### config.mk
export PLATFORM = sky130hd
export DESIGN_NAME = mcode_line_encoder
export DESIGN_NICKNAME = d
export VERILOG_FILES = /design/src/rtl/mcode_pkg.sv /design/src/rtl/mcode_half_tick.sv /design/src/rtl/mcode_ctrl.sv /design/src/rtl/mcode_datapath.sv /design/src/rtl/mcode_line_encoder.sv
export SDC_FILE = /design/constraint.sdc
export NUM_CORES = 1
export LEC_CHECK = 0
export ABC_CLOCK_PERIOD_IN_PS = 2950
export BUFFER_PORTS_ARGS = -buffer_cell sky130_fd_sc_hd__buf_2
export CORE_MARGIN = 2
export CORE_UTILIZATION = 53
export CTS_BUF_LIST = sky130_fd_sc_hd__clkbuf_16
export DETAILED_ROUTE_END_ITERATION = 8
export GPL_TIMING_DRIVEN = 0
export PLACE_DENSITY_LB_ADDON = 0.25
export RECOVER_POWER = 100
export SLEW_MARGIN = 40
export SYNTH_ARGS = -nofsm -noshare
export SYNTH_HDL_FRONTEND = slang
export SYNTH_SLANG_ARGS = --single-unit
### constraint.sdc
create_clock -name clk -period 2.95 [get_ports clk]
set_clock_uncertainty 0.2 [all_clocks]
set_input_delay 0.295 -clock clk [delete_from_list [all_inputs] [get_ports clk]]
set_output_delay 0.295 -clock clk [all_outputs]
set_load 0.01 [all_outputs]
### src/rtl/mcode_pkg.sv
package mcode_pkg;
  // Strobes from the sequencer to the symbol datapath
  typedef struct packed {
    logic loadByte;    // capture a new byte, drive first half of its MSB
    logic secondHalf;  // switch to second half of the current bit
    logic nextBit;     // shift and drive first half of the next bit
    logic goIdle;      // byte finished with nothing pending
  } mcodeStrobes_t;

  typedef enum logic {ST_IDLE = 1'b0, ST_SEND = 1'b1} mcodeState_e;
endpackage

### src/rtl/mcode_half_tick.sv
module mcode_half_tick #(
  parameter int DIV_W = 8
) (
  input  logic             clk,
  input  logic             rstN,
  input  logic             run,
  input  logic [DIV_W-1:0] divisor,
  output logic             halfTick
);
  logic [DIV_W-1:0] cnt;

  always_ff @(posedge clk) begin
    if (!rstN || !run) begin
      cnt <= '0;
    end else if (cnt == divisor) begin
      cnt <= '0;
    end else begin
      cnt <= cnt + 1'b1;
    end
  end

  assign halfTick = run && (cnt == divisor);
endmodule

### src/rtl/mcode_ctrl.sv
module mcode_ctrl
  import mcode_pkg::*;
#(
  parameter int DATA_W = 8
) (
  input  logic          clk,
  input  logic          rstN,
  input  logic          halfTick,
  input  logic          inValid,
  output logic          inReady,
  output logic          busy,
  output mcodeStrobes_t strobes
);
  localparam int CW = (DATA_W > 1) ? $clog2(DATA_W) : 1;
  localparam logic [CW-1:0] LAST_IDX = CW'(DATA_W - 1);

  mcodeState_e state;
  logic        halfSel;
  logic [CW-1:0] bitCnt;
  logic        finalTick;
  logic        accept;

  assign finalTick = (state == ST_SEND) && halfTick && halfSel && (bitCnt == '0);
  assign inReady   = (state == ST_IDLE) || finalTick;
  assign accept    = inReady && inValid;
  assign busy      = (state == ST_SEND);

  always_comb begin
    strobes            = '0;
    strobes.loadByte   = accept;
    strobes.secondHalf = (state == ST_SEND) && halfTick && !halfSel;
    strobes.nextBit    = (state == ST_SEND) && halfTick && halfSel && (bitCnt != '0);
    strobes.goIdle     = finalTick && !inValid;
  end

  always_ff @(posedge clk) begin
    if (!rstN) begin
      state   <= ST_IDLE;
      halfSel <= 1'b0;
      bitCnt  <= '0;
    end else begin
      if (strobes.loadByte) begin
        state   <= ST_SEND;
        halfSel <= 1'b0;
        bitCnt  <= LAST_IDX;
      end else if (strobes.goIdle) begin
        state   <= ST_IDLE;
        halfSel <= 1'b0;
      end else if (strobes.secondHalf) begin
        halfSel <= 1'b1;
      end else if (strobes.nextBit) begin
        halfSel <= 1'b0;
        bitCnt  <= bitCnt - 1'b1;
      end
    end
  end
endmodule

### src/rtl/mcode_datapath.sv
module mcode_datapath
  import mcode_pkg::*;
#(
  parameter int DATA_W = 8
) (
  input  logic              clk,
  input  logic              rstN,
  input  mcodeStrobes_t     strobes,
  input  logic [DATA_W-1:0] inData,
  input  logic              invertPol,
  output logic              lineOut
);
  localparam int MSB = DATA_W - 1;

  logic [DATA_W-1:0] shiftReg;
  logic              polReg;
  logic              lineReg;
  logic              followBit;

  generate
    if (DATA_W > 1) begin : g_wide
      assign followBit = shiftReg[MSB-1];
    end else begin : g_single
      assign followBit = shiftReg[0];
    end
  endgenerate

  always_ff @(posedge clk) begin
    if (!rstN) begin
      shiftReg <= '0;
      polReg   <= 1'b0;
      lineReg  <= 1'b0;
    end else if (strobes.loadByte) begin
      shiftReg <= inData;
      polReg   <= invertPol;
      lineReg  <= inData[MSB] ^ invertPol;
    end else if (strobes.goIdle) begin
      lineReg  <= 1'b0;
    end else if (strobes.secondHalf) begin
      lineReg  <= ~shiftReg[MSB] ^ polReg;
    end else if (strobes.nextBit) begin
      shiftReg <= shiftReg << 1;
      lineReg  <= followBit ^ polReg;
    end
  end

  assign lineOut = lineReg;
endmodule

### src/rtl/mcode_line_encoder.sv
module mcode_line_encoder
  import mcode_pkg::*;
#(
  parameter int DATA_W = 8,
  parameter int DIV_W  = 8
) (
  input  logic              clk,
  input  logic              rstN,
  input  logic [DIV_W-1:0]  divisor,
  input  logic              invertPol,
  input  logic [DATA_W-1:0] inData,
  input  logic              inValid,
  output logic              inReady,
  output logic              lineOut,
  output logic              busy
);
  mcodeStrobes_t strobes;
  logic          halfTick;

  mcode_half_tick #(.DIV_W(DIV_W)) uTick (
    .clk(clk), .rstN(rstN), .run(busy), .divisor(divisor), .halfTick(halfTick)
  );

  mcode_ctrl #(.DATA_W(DATA_W)) uCtrl (
    .clk(clk), .rstN(rstN), .halfTick(halfTick), .inValid(inValid),
    .inReady(inReady), .busy(busy), .strobes(strobes)
  );

  mcode_datapath #(.DATA_W(DATA_W)) uData (
    .clk(clk), .rstN(rstN), .strobes(strobes), .inData(inData),
    .invertPol(invertPol), .lineOut(lineOut)
  );
endmodule

==> results of run 1 <==
sequential cells by signal (all words and copies together) (netlist names):
name,count
uCtrl.bitCnt,3
uData.polReg,1
uData.lineOut,1
uData.shiftReg,8
uCtrl.busy,1
uCtrl.halfSel,1
uTick.cnt,8
placed cells by master (no fill, tap or decap), drive strengths merged, types with 4 or more instances in the layout:
| master | synthesis | final |
|---|---|---|
| buf | 2 | 20 |
| xor2 | 6 | 6 |
| dfxtp | 23 | 23 |
| o21ai | 9 | 9 |
| xnor2 | 11 | 11 |
| clkbuf | 3 | 10 |
| mux2i | 8 | 8 |
| inv | 9 | 10 |
| nor2 | 13 | 13 |
| nand3 | 4 | 4 |
| a21oi | 11 | 11 |
final timing paths:
path,startpoint,end,slack [ns]
worst max-delay path,uTick.cnt[5]$_SDFF_PP0_,uData.shiftReg[1]$_SDFFE_PN0P_,0.28
worst min-delay path,inData[0],uData.shiftReg[0]$_SDFFE_PN0P_,0.10
worst min register to register,uTick.cnt[0]$_SDFF_PP0_,uTick.cnt[0]$_SDFF_PP0_,0.28
worst max register to register,uTick.cnt[5]$_SDFF_PP0_,uData.shiftReg[1]$_SDFFE_PN0P_,0.28
stage by stage:
| stage | instances | hold WS [ns] | total power (uW) |
|---|---|---|---|
| floorplan | 134 | 0.237 | 395 |
| global route | 188 | 0.113 | 741 |
| finish | 188 | 0.100 | 705 |
| detailed placement | 184 | 0.269 | 428 |
| CTS | 188 | 0.101 | 715 |
| global placement | 184 | 0.256 | 422 |
power by group through the flow:
stage,logic [uW],registers [uW],clock network (uW)
floorplan,53.1,342,0
global placement,79.5,343,0
detailed placement,84.1,344,0
CTS,85.0,337,293
global route,94.9,339,307
finish,83.7,337,284
final cells by class:
| type | instances | area share, % |
|---|---|---|
| multi-input cells | 97 | 47.4 |
| flip-flops and latches | 23 | 32.9 |
| repair buffers | 22 | 7.70 |
| clock buffers | 3 | 5.37 |
| well taps | 28 | 2.51 |
| inverters | 9 | 2.42 |
| plain buffers | 5 | 1.43 |
| clock inverters | 1 | 0.269 |
kinds of logic (layout without fill, tap and decap cells):
kind of cell	Yosys count	after routing	synth area share [%]
AO/OA/AOI/OAI	33	33	17.2
XOR/XNOR	17	17	12.6
adder cells (fa/ha/maj)	3	3	3.18
buffers and inverters	14	40	4.66
flip-flops	23	23	39.0
multiplexers	9	9	7.73
AND/OR/NAND/NOR	35	35	15.7
metal layers:
layer / global-route usage, % / vias to the layer above / share of wire (%)
li1: - / 526 / -
met1: 23.0 / 480 / 41
met2: 42.2 / 29 / 52
met3: 4.68 / 11 / 3.9
met4: 12.6 / 0 / 3.6
met5: 0 / - / 0
worst reg2reg max path, cell delays in order (launching register included):
cell,delay (ns)
dfxtp_1,0.34
xor2_1,0.16
or4_1,0.51
clkbuf_1,0.20
or4_1,0.56
clkbuf_2,0.27
mux2i_1,0.22
a21oi_1,0.08
==> run metrics, run 1 <==
Total GRT Usage 22.6%; Mean Syn Cell Area 8.81 sq um; syn nets 157; Final Hold Viols 0; setup violators final 0; row cnt 17; most frequent cells after synthesis 23 x dfxtp_1, 13 x nor2_1, 11 x a21oi_1, 11 x xnor2_1, 9 x inv_1; Worst Setup Start Kind flip-flop; max cap viols 0; period utilization 90.6%; Post-CTS Setup Repair Bufs 0; Setup WS post-layout 0.277 ns; largest net degree at the start of global routing 13; DR vias 1,046; Seq/Total Area, Yosys 39.0%; diode count 0; WP buf/inv 2; Seq. cell area 460 sq um; crit-path leading delay family simple AND/OR/NAND/NOR gates; CTS buffer count 3; drt drc 0; top-area cell type share of the netlist area 39.0%; Die Span X 51.2 um; CTS resizes 0; part of the power in registers 47.9%; slowest CP cell or4_1; WS Path Type reg -> reg; Vias/cell 5.56; Critical Path Sink Type flip-flop; worst r2r path cells 7; CP cell instances xor2_1 > or4_1 > clkbuf_1 > or4_1 > clkbuf_2 > mux2i_1 > a21oi_1; crit-path most repeated cell or4_1; Logic pwr share 11.9%; Power Density 504 mW/mm^2; # IOs 23; Cell variety after synth 35; min-delay worst type in -> reg; Synth Cell Area 0.00118 sq mm; clk slew on worst S/H paths 0.06 ns; status completed; Root Driver clkbuf_16; area occupied by multi-input gates 662 sq um; CTS tree yes; Clock Tree Buf Depth 2; pre-CTS setup slack 0.360 ns; initial core utilization 55.0%; Final #Nets 184; Fill cells 188; Least-Margin Pin Slew 0.622 ns; final std cell area, no fill 0.00140 sq mm; Max Clk Rate 374 MHz; clock power share 40.3%; remaining global-route overflow 0; placed cell area 0.00133 sq mm; Post-synth EDFFs 0; ys async rst share 0%; WHS Path Cells 3; vias in the first global route 1,030; first-pass GRT wire length 4350 um; first-pass iteration count of the detailed router 4; ranking of synthesized cells by area dfxtp_1 39%, xnor2_1 8.2%, mux2i_1 6.8%; port buffer count 22; Sw Share 22.7%; worst-path fanout max 10; antenna viol nets, final 0; largest area contributor in the netlist dfxtp_1; Mapped Cells 134; Final min period 2.67 ns; max incr delay on CP 0.56 ns; routed len/inst 13.4 um; H-tree depth 1; die area 0.00262 sq mm; VDD IR-drop max 0.344 mV; Switch Pwr 160 uW; Worst-Skew Late Latency 0.25 ns; number of cells on the critical path 7; RSZ-0062 raised after global routing no; worst path required time 2.87 ns; clk sink count 23; Worst EP arrival 2.60 ns; final core occ 65.1%; Area Growth Syn to Fin 18.3%; GPL Wtd Cong 0.898; Core Area 0.00215 sq mm; Syn. warnings 0; die height 51.2 um; total wire length 2510 um; initial antenna violation count 0; LEAKAGE 0.000597 uW; max-slew violations 0; top-count cell post-synth dfxtp_1; Relative slew margins 58.3%; hold_buf cts 0; internal power 545 uW; Fin Setup TNS 0 ns; DP HPWL 1950 um; DRT iter0 DRCs 13; share of layout cells above drive strength 1 15.0%; flops & latches, synth 23; Top FF cell, synth dfxtp_1
Power figures use the tool's default switching activity.
==> inputs of run 2 (changes only) <==
--- a/config.mk
+++ b/config.mk
@@ -8,8 +8,8 @@
 export ABC_CLOCK_PERIOD_IN_PS = 2950
 export BUFFER_PORTS_ARGS = -buffer_cell sky130_fd_sc_hd__buf_2
 export CORE_MARGIN = 2
-export CORE_UTILIZATION = 53
-export CTS_BUF_LIST = sky130_fd_sc_hd__clkbuf_16
+export CORE_UTILIZATION = 55
+export CTS_BUF_LIST = sky130_fd_sc_hd__clkbuf_4 sky130_fd_sc_hd__clkbuf_8
 export DETAILED_ROUTE_END_ITERATION = 8
 export GPL_TIMING_DRIVEN = 0
 export PLACE_DENSITY_LB_ADDON = 0.25
==> run metrics, run 2 (synthesis results as in run 1) <==
status completed; Worst Setup Start Kind flip-flop; clk slew on worst S/H paths 0.13 ns (+0.07 ns); clk sink count 23 (unchanged); Clock Tree Buf Depth 2 (unchanged); overall power 560 uW (-21%); max cap viols 0 (unchanged); hold_ws 0.0415 ns (-0.0586 ns); first-pass GRT wire length 3970 um (-8.7%); diode count 0 (unchanged); slowest CP cell or4_1; vias in the first global route 956 (-7.2%); Core Area 0.00200 sq mm (-6.8%); antenna viol nets, final 0 (unchanged); VDD IR-drop max 0.243 mV (-29%); commonest non-fill, non-tap cells in the layout 23 x dfxtp_1, 20 x buf_2, 13 x nor2_1; Total GRT Usage 20.0% (-2.6 points); CTS buffer count 3 (unchanged); first-pass iteration count of the detailed router 4 (unchanged); GPL Wtd Cong 0.939 (+4.6%); # IOs 23 (unchanged); max incr delay on CP 0.51 ns (-0.05 ns); Die Span X 50.3 um (-1.7%); CTS resizes 0 (unchanged); Fin Setup TNS 0 ns (unchanged); Final Hold Viols 0 (unchanged); DP HPWL 1810 um (-7.0%); H-tree depth 1 (unchanged); Seq. cell area 460 sq um (unchanged); final std cell area, no fill 0.00135 sq mm (-3.6%); row cnt 16 (-1); Fill cells 176 (-6.4%); share of layout cells above drive strength 1 15.6% (+0.63 points); period utilization 93.7% (+3.1 points); port buffer count 22 (unchanged); Worst EP arrival 2.27 ns (-0.33 ns); largest registers uData.shiftReg: 8 flops, uTick.cnt: 8 flops, uCtrl.bitCnt: 3 flops; largest net degree at the start of global routing 14 (+1); max-slew violations 0 (unchanged); hold_buf cts 0 (unchanged); Least-Margin Pin Slew 0.666 ns (+0.0439 ns); CP cell instances xor2_1 > or4_1 > clkbuf_1 > nor3_1 > a21o_1 > buf_2; area occupied by multi-input gates 666 sq um (+0.57%); Relative slew margins 55.4% (-2.9 points); remaining global-route overflow 0 (unchanged); Root Driver clkbuf_4; min-delay worst type in -> reg; Vias/cell 5.40 (-3.0%); initial core utilization 59.0% (+4.0 points); most common cell after layout, fill and taps aside dfxtp_1; Post-CTS Setup Repair Bufs 0 (unchanged); Final min period 2.76 ns (+0.0920 ns); DRT iter0 DRCs 20 (+7); Area Growth Syn to Fin 14.1%; CTS tree yes; worst-path fanout max 8 (-2); placed cell area 0.00133 sq mm (about the same); LEAKAGE 0.000572 uW (-4.3%); routed len/inst 12.3 um (-8.1%); final core occ 67.3% (+2.3 points); die area 0.00253 sq mm (-3.3%); total wire length 2300 um (-8.6%); WS Path Type reg -> out; Worst-Skew Late Latency 0.30 ns (+0.05 ns); worst path required time 2.46 ns (-0.41 ns); RSZ-0062 raised after global routing no; DR vias 1,009 (-3.5%); setup violators final 0 (unchanged); Power Density 416 mW/mm^2 (-18%); die height 50.3 um (-1.7%); Final #Nets 184 (unchanged); drt drc 0 (unchanged); Critical Path Sink Type primary output; initial antenna violation count 0 (unchanged); Max Clk Rate 362 MHz (-3.3%)
## run 2: critical path, delay by kind of cell, from the launching register on
kind,cells,cell delay [ns]
AND/OR/NAND/NOR,2,0.89
XOR/XNOR,1,0.17
flip-flops,1,0.37
buffers and inverters,2,0.33
AO/OA/AOI/OAI,1,0.20
## run 2: worst paths after layout
kind,from,end,slack [ns],cells after the start
setup / recovery,uTick.cnt[2]$_SDFF_PP0_,inReady,0.19,6
hold / removal,inData[0],uData.shiftReg[0]$_SDFFE_PN0P_,0.04,3
setup reg to reg,uTick.cnt[2]$_SDFF_PP0_,uData.shiftReg[2]$_SDFFE_PN0P_,0.24,7
hold reg to reg,uData.shiftReg[0]$_SDFFE_PN0P_,uData.shiftReg[0]$_SDFFE_PN0P_,0.29,2
## run 2: area by class of cell
| class | instances | share of cell area (%) |
|---|---|---|
| Multi-Input combinational cell | 97 | 49.4 |
| Sequential cell | 23 | 34.2 |
| Timing Repair Buffer | 22 | 7.99 |
| Inverter | 9 | 2.51 |
| Tap cell | 27 | 2.51 |
| Clock buffer | 3 | 1.67 |
| Buffer | 5 | 1.39 |
| Clock inverter | 1 | 0.371 |
## run 2: per-layer routing
layer	wire length [um]	vias to the layer above	GRT usage [%]
met5	0	-	0
met4	10	0	4.05
met3	97	2	3.57
met2	1040	20	33.1
met1	1150	461	27.4
li1	-	526	-
## run 2: power by group
part	internal (uW)	switching, uW	leakage [uW]
sequential	326	10.5	0.000189
clock	50.5	90.4	0.0000177
combinational	37.2	45.3	0.000366
## run 2: stage by stage
step,worst slack [ns],std cells
finish,0.185,187
global route,0.0874,187
CTS,0.255,187
detailed placement,0.373,183
global placement,0.406,183
floorplan,0.581,134
==> inputs of run 3 (changes only) <==
--- a/config.mk
+++ b/config.mk
@@ -7,7 +7,6 @@
 export LEC_CHECK = 0
 export ABC_CLOCK_PERIOD_IN_PS = 2950
 export BUFFER_PORTS_ARGS = -buffer_cell sky130_fd_sc_hd__buf_2
-export CORE_MARGIN = 2
 export CORE_UTILIZATION = 55
 export CTS_BUF_LIST = sky130_fd_sc_hd__clkbuf_4 sky130_fd_sc_hd__clkbuf_8
 export DETAILED_ROUTE_END_ITERATION = 8
==> run metrics, run 3 (synthesis results as in run 1) <==
commonest non-fill, non-tap cells in the layout 23 x dfxtp_1, 20 x buf_2, 13 x nor2_1; row cnt 16 (unchanged); WS Path Type reg -> out; max cap viols 0 (unchanged); placed cell area 0.00133 sq mm (unchanged); Relative slew margins 58.3% (+2.9 points); worst-path fanout max 8 (unchanged); Final min period 2.70 ns (-0.0618 ns); hold_buf cts 0 (unchanged); CTS tree yes; Fin Setup TNS 0 ns (unchanged); Worst-Skew Late Latency 0.31 ns (about the same); Vias/cell 5.53 (+2.5%); Die Span X 48.3 um (-4.0%); status completed; Clock Tree Buf Depth 2 (unchanged); CTS buffer count 3 (unchanged); antenna viol nets, final 0 (unchanged); first-pass iteration count of the detailed router 4 (unchanged); worst path required time 2.46 ns (about the same); Worst Setup Start Kind flip-flop; first-pass GRT wire length 3810 um (-4.2%); remaining global-route overflow 0 (unchanged); Power Density 419 mW/mm^2 (+0.72%); Final #Nets 184 (unchanged); DR vias 1,034 (+2.5%); CTS resizes 0 (unchanged); port buffer count 22 (unchanged); # IOs 23 (unchanged); die area 0.00234 sq mm (-7.8%); share of layout cells above drive strength 1 15.0% (-0.63 points); period utilization 91.6% (-2.1 points); Area Growth Syn to Fin 13.8%; setup violators final 0 (unchanged); clk sink count 23 (unchanged); max-slew violations 0 (unchanged); min-delay worst type in -> reg; Final Hold Viols 0 (unchanged); drt drc 0 (unchanged); VDD IR-drop max 0.305 mV (+26%); Least-Margin Pin Slew 0.623 ns (-0.0435 ns); DP HPWL 1740 um (-4.1%); Total GRT Usage 20.7% (+0.68 points); clk slew on worst S/H paths 0.13 ns (about the same); vias in the first global route 961 (+0.52%); H-tree depth 1 (unchanged); total wire length 2260 um (-1.8%); Worst EP arrival 2.21 ns (-0.06 ns); initial antenna violation count 0 (unchanged); Max Clk Rate 370 MHz (+2.3%); die height 48.3 um (-4.0%); largest net degree at the start of global routing 14 (unchanged); Root Driver clkbuf_4; initial core utilization 59.6% (+0.60 points); Critical Path Sink Type primary output; GPL Wtd Cong 0.917 (-2.4%); RSZ-0062 raised after global routing no; Post-CTS Setup Repair Bufs 0 (unchanged); final std cell area, no fill 0.00134 sq mm (-0.28%); LEAKAGE 0.000570 uW (-0.44%); diode count 0 (unchanged); Core Area 0.00198 sq mm (-1.0%); routed len/inst 12.1 um (-1.8%); most common cell after layout, fill and taps aside dfxtp_1; DRT iter0 DRCs 31 (+55%); largest registers uData.shiftReg: 8 flops, uTick.cnt: 8 flops, uCtrl.bitCnt: 3 flops
==> run 3: layout make-up <==
cell class	count	area, sq um
buffer	5	20.0
clock buffer	3	22.5
clock inverter	1	5.00
fill	164	638
inverter	9	33.8
multi-input combinational	97	662
sequential	23	460
tap	27	33.8
timing repair buffer	22	106
==> run 3: path summary, 6_finish.rpt <==
kind,start,endpoint,slack [ns],cells after the start
worst max-delay path,uTick.cnt[5]$_SDFF_PP0_,inReady,0.25,6
worst max register to register,uTick.cnt[5]$_SDFF_PP0_,uCtrl.bitCnt[2]$_SDFFE_PN0P_,0.26,7
worst min-delay path,inData[0],uData.shiftReg[0]$_SDFFE_PN0P_,0.03,3
worst min register to register,uData.shiftReg[0]$_SDFFE_PN0P_,uData.shiftReg[0]$_SDFFE_PN0P_,0.29,2
==> run 3: report_power, final <==
group          leakage (uW)  internal [uW]  switching [uW]
Sequential         0.000189            326            10.1
Clock             0.0000177           50.6            93.3
Combinational      0.000363           37.1            45.2
Total              0.000570            414             149
==> run 3: critical path, stage by stage (launching register included) <==
cell,delay (ns)
dfxtp_1,0.37
xor2_1,0.16
or4_1,0.51
buf_2,0.18
nor3_1,0.32
a21o_1,0.22
clkbuf_1,0.15
==> run 3: stage by stage <==
stage          hold slack, ns  total power (uW)  setup slack (ns)  utilization (%)  cells
2_1_floorplan           0.237               395             0.581                -    134
3_3_place_gp            0.258               422             0.408             66.9    183
3_5_place_dp            0.262               426             0.375             66.9    183
4_1_cts                0.0101               572             0.265             68.2    187
5_1_grt                0.0165               598             0.105             67.8    187
6_report               0.0281               562             0.247             67.8    187
==> run 3: layer usage <==
layer / wire (um) / global-route usage (%)
met3: 95 / 4.40
met2: 1140 / 36.9
met4: 4 / 8.82
met1: 1010 / 23.7
met5: 0 / 0
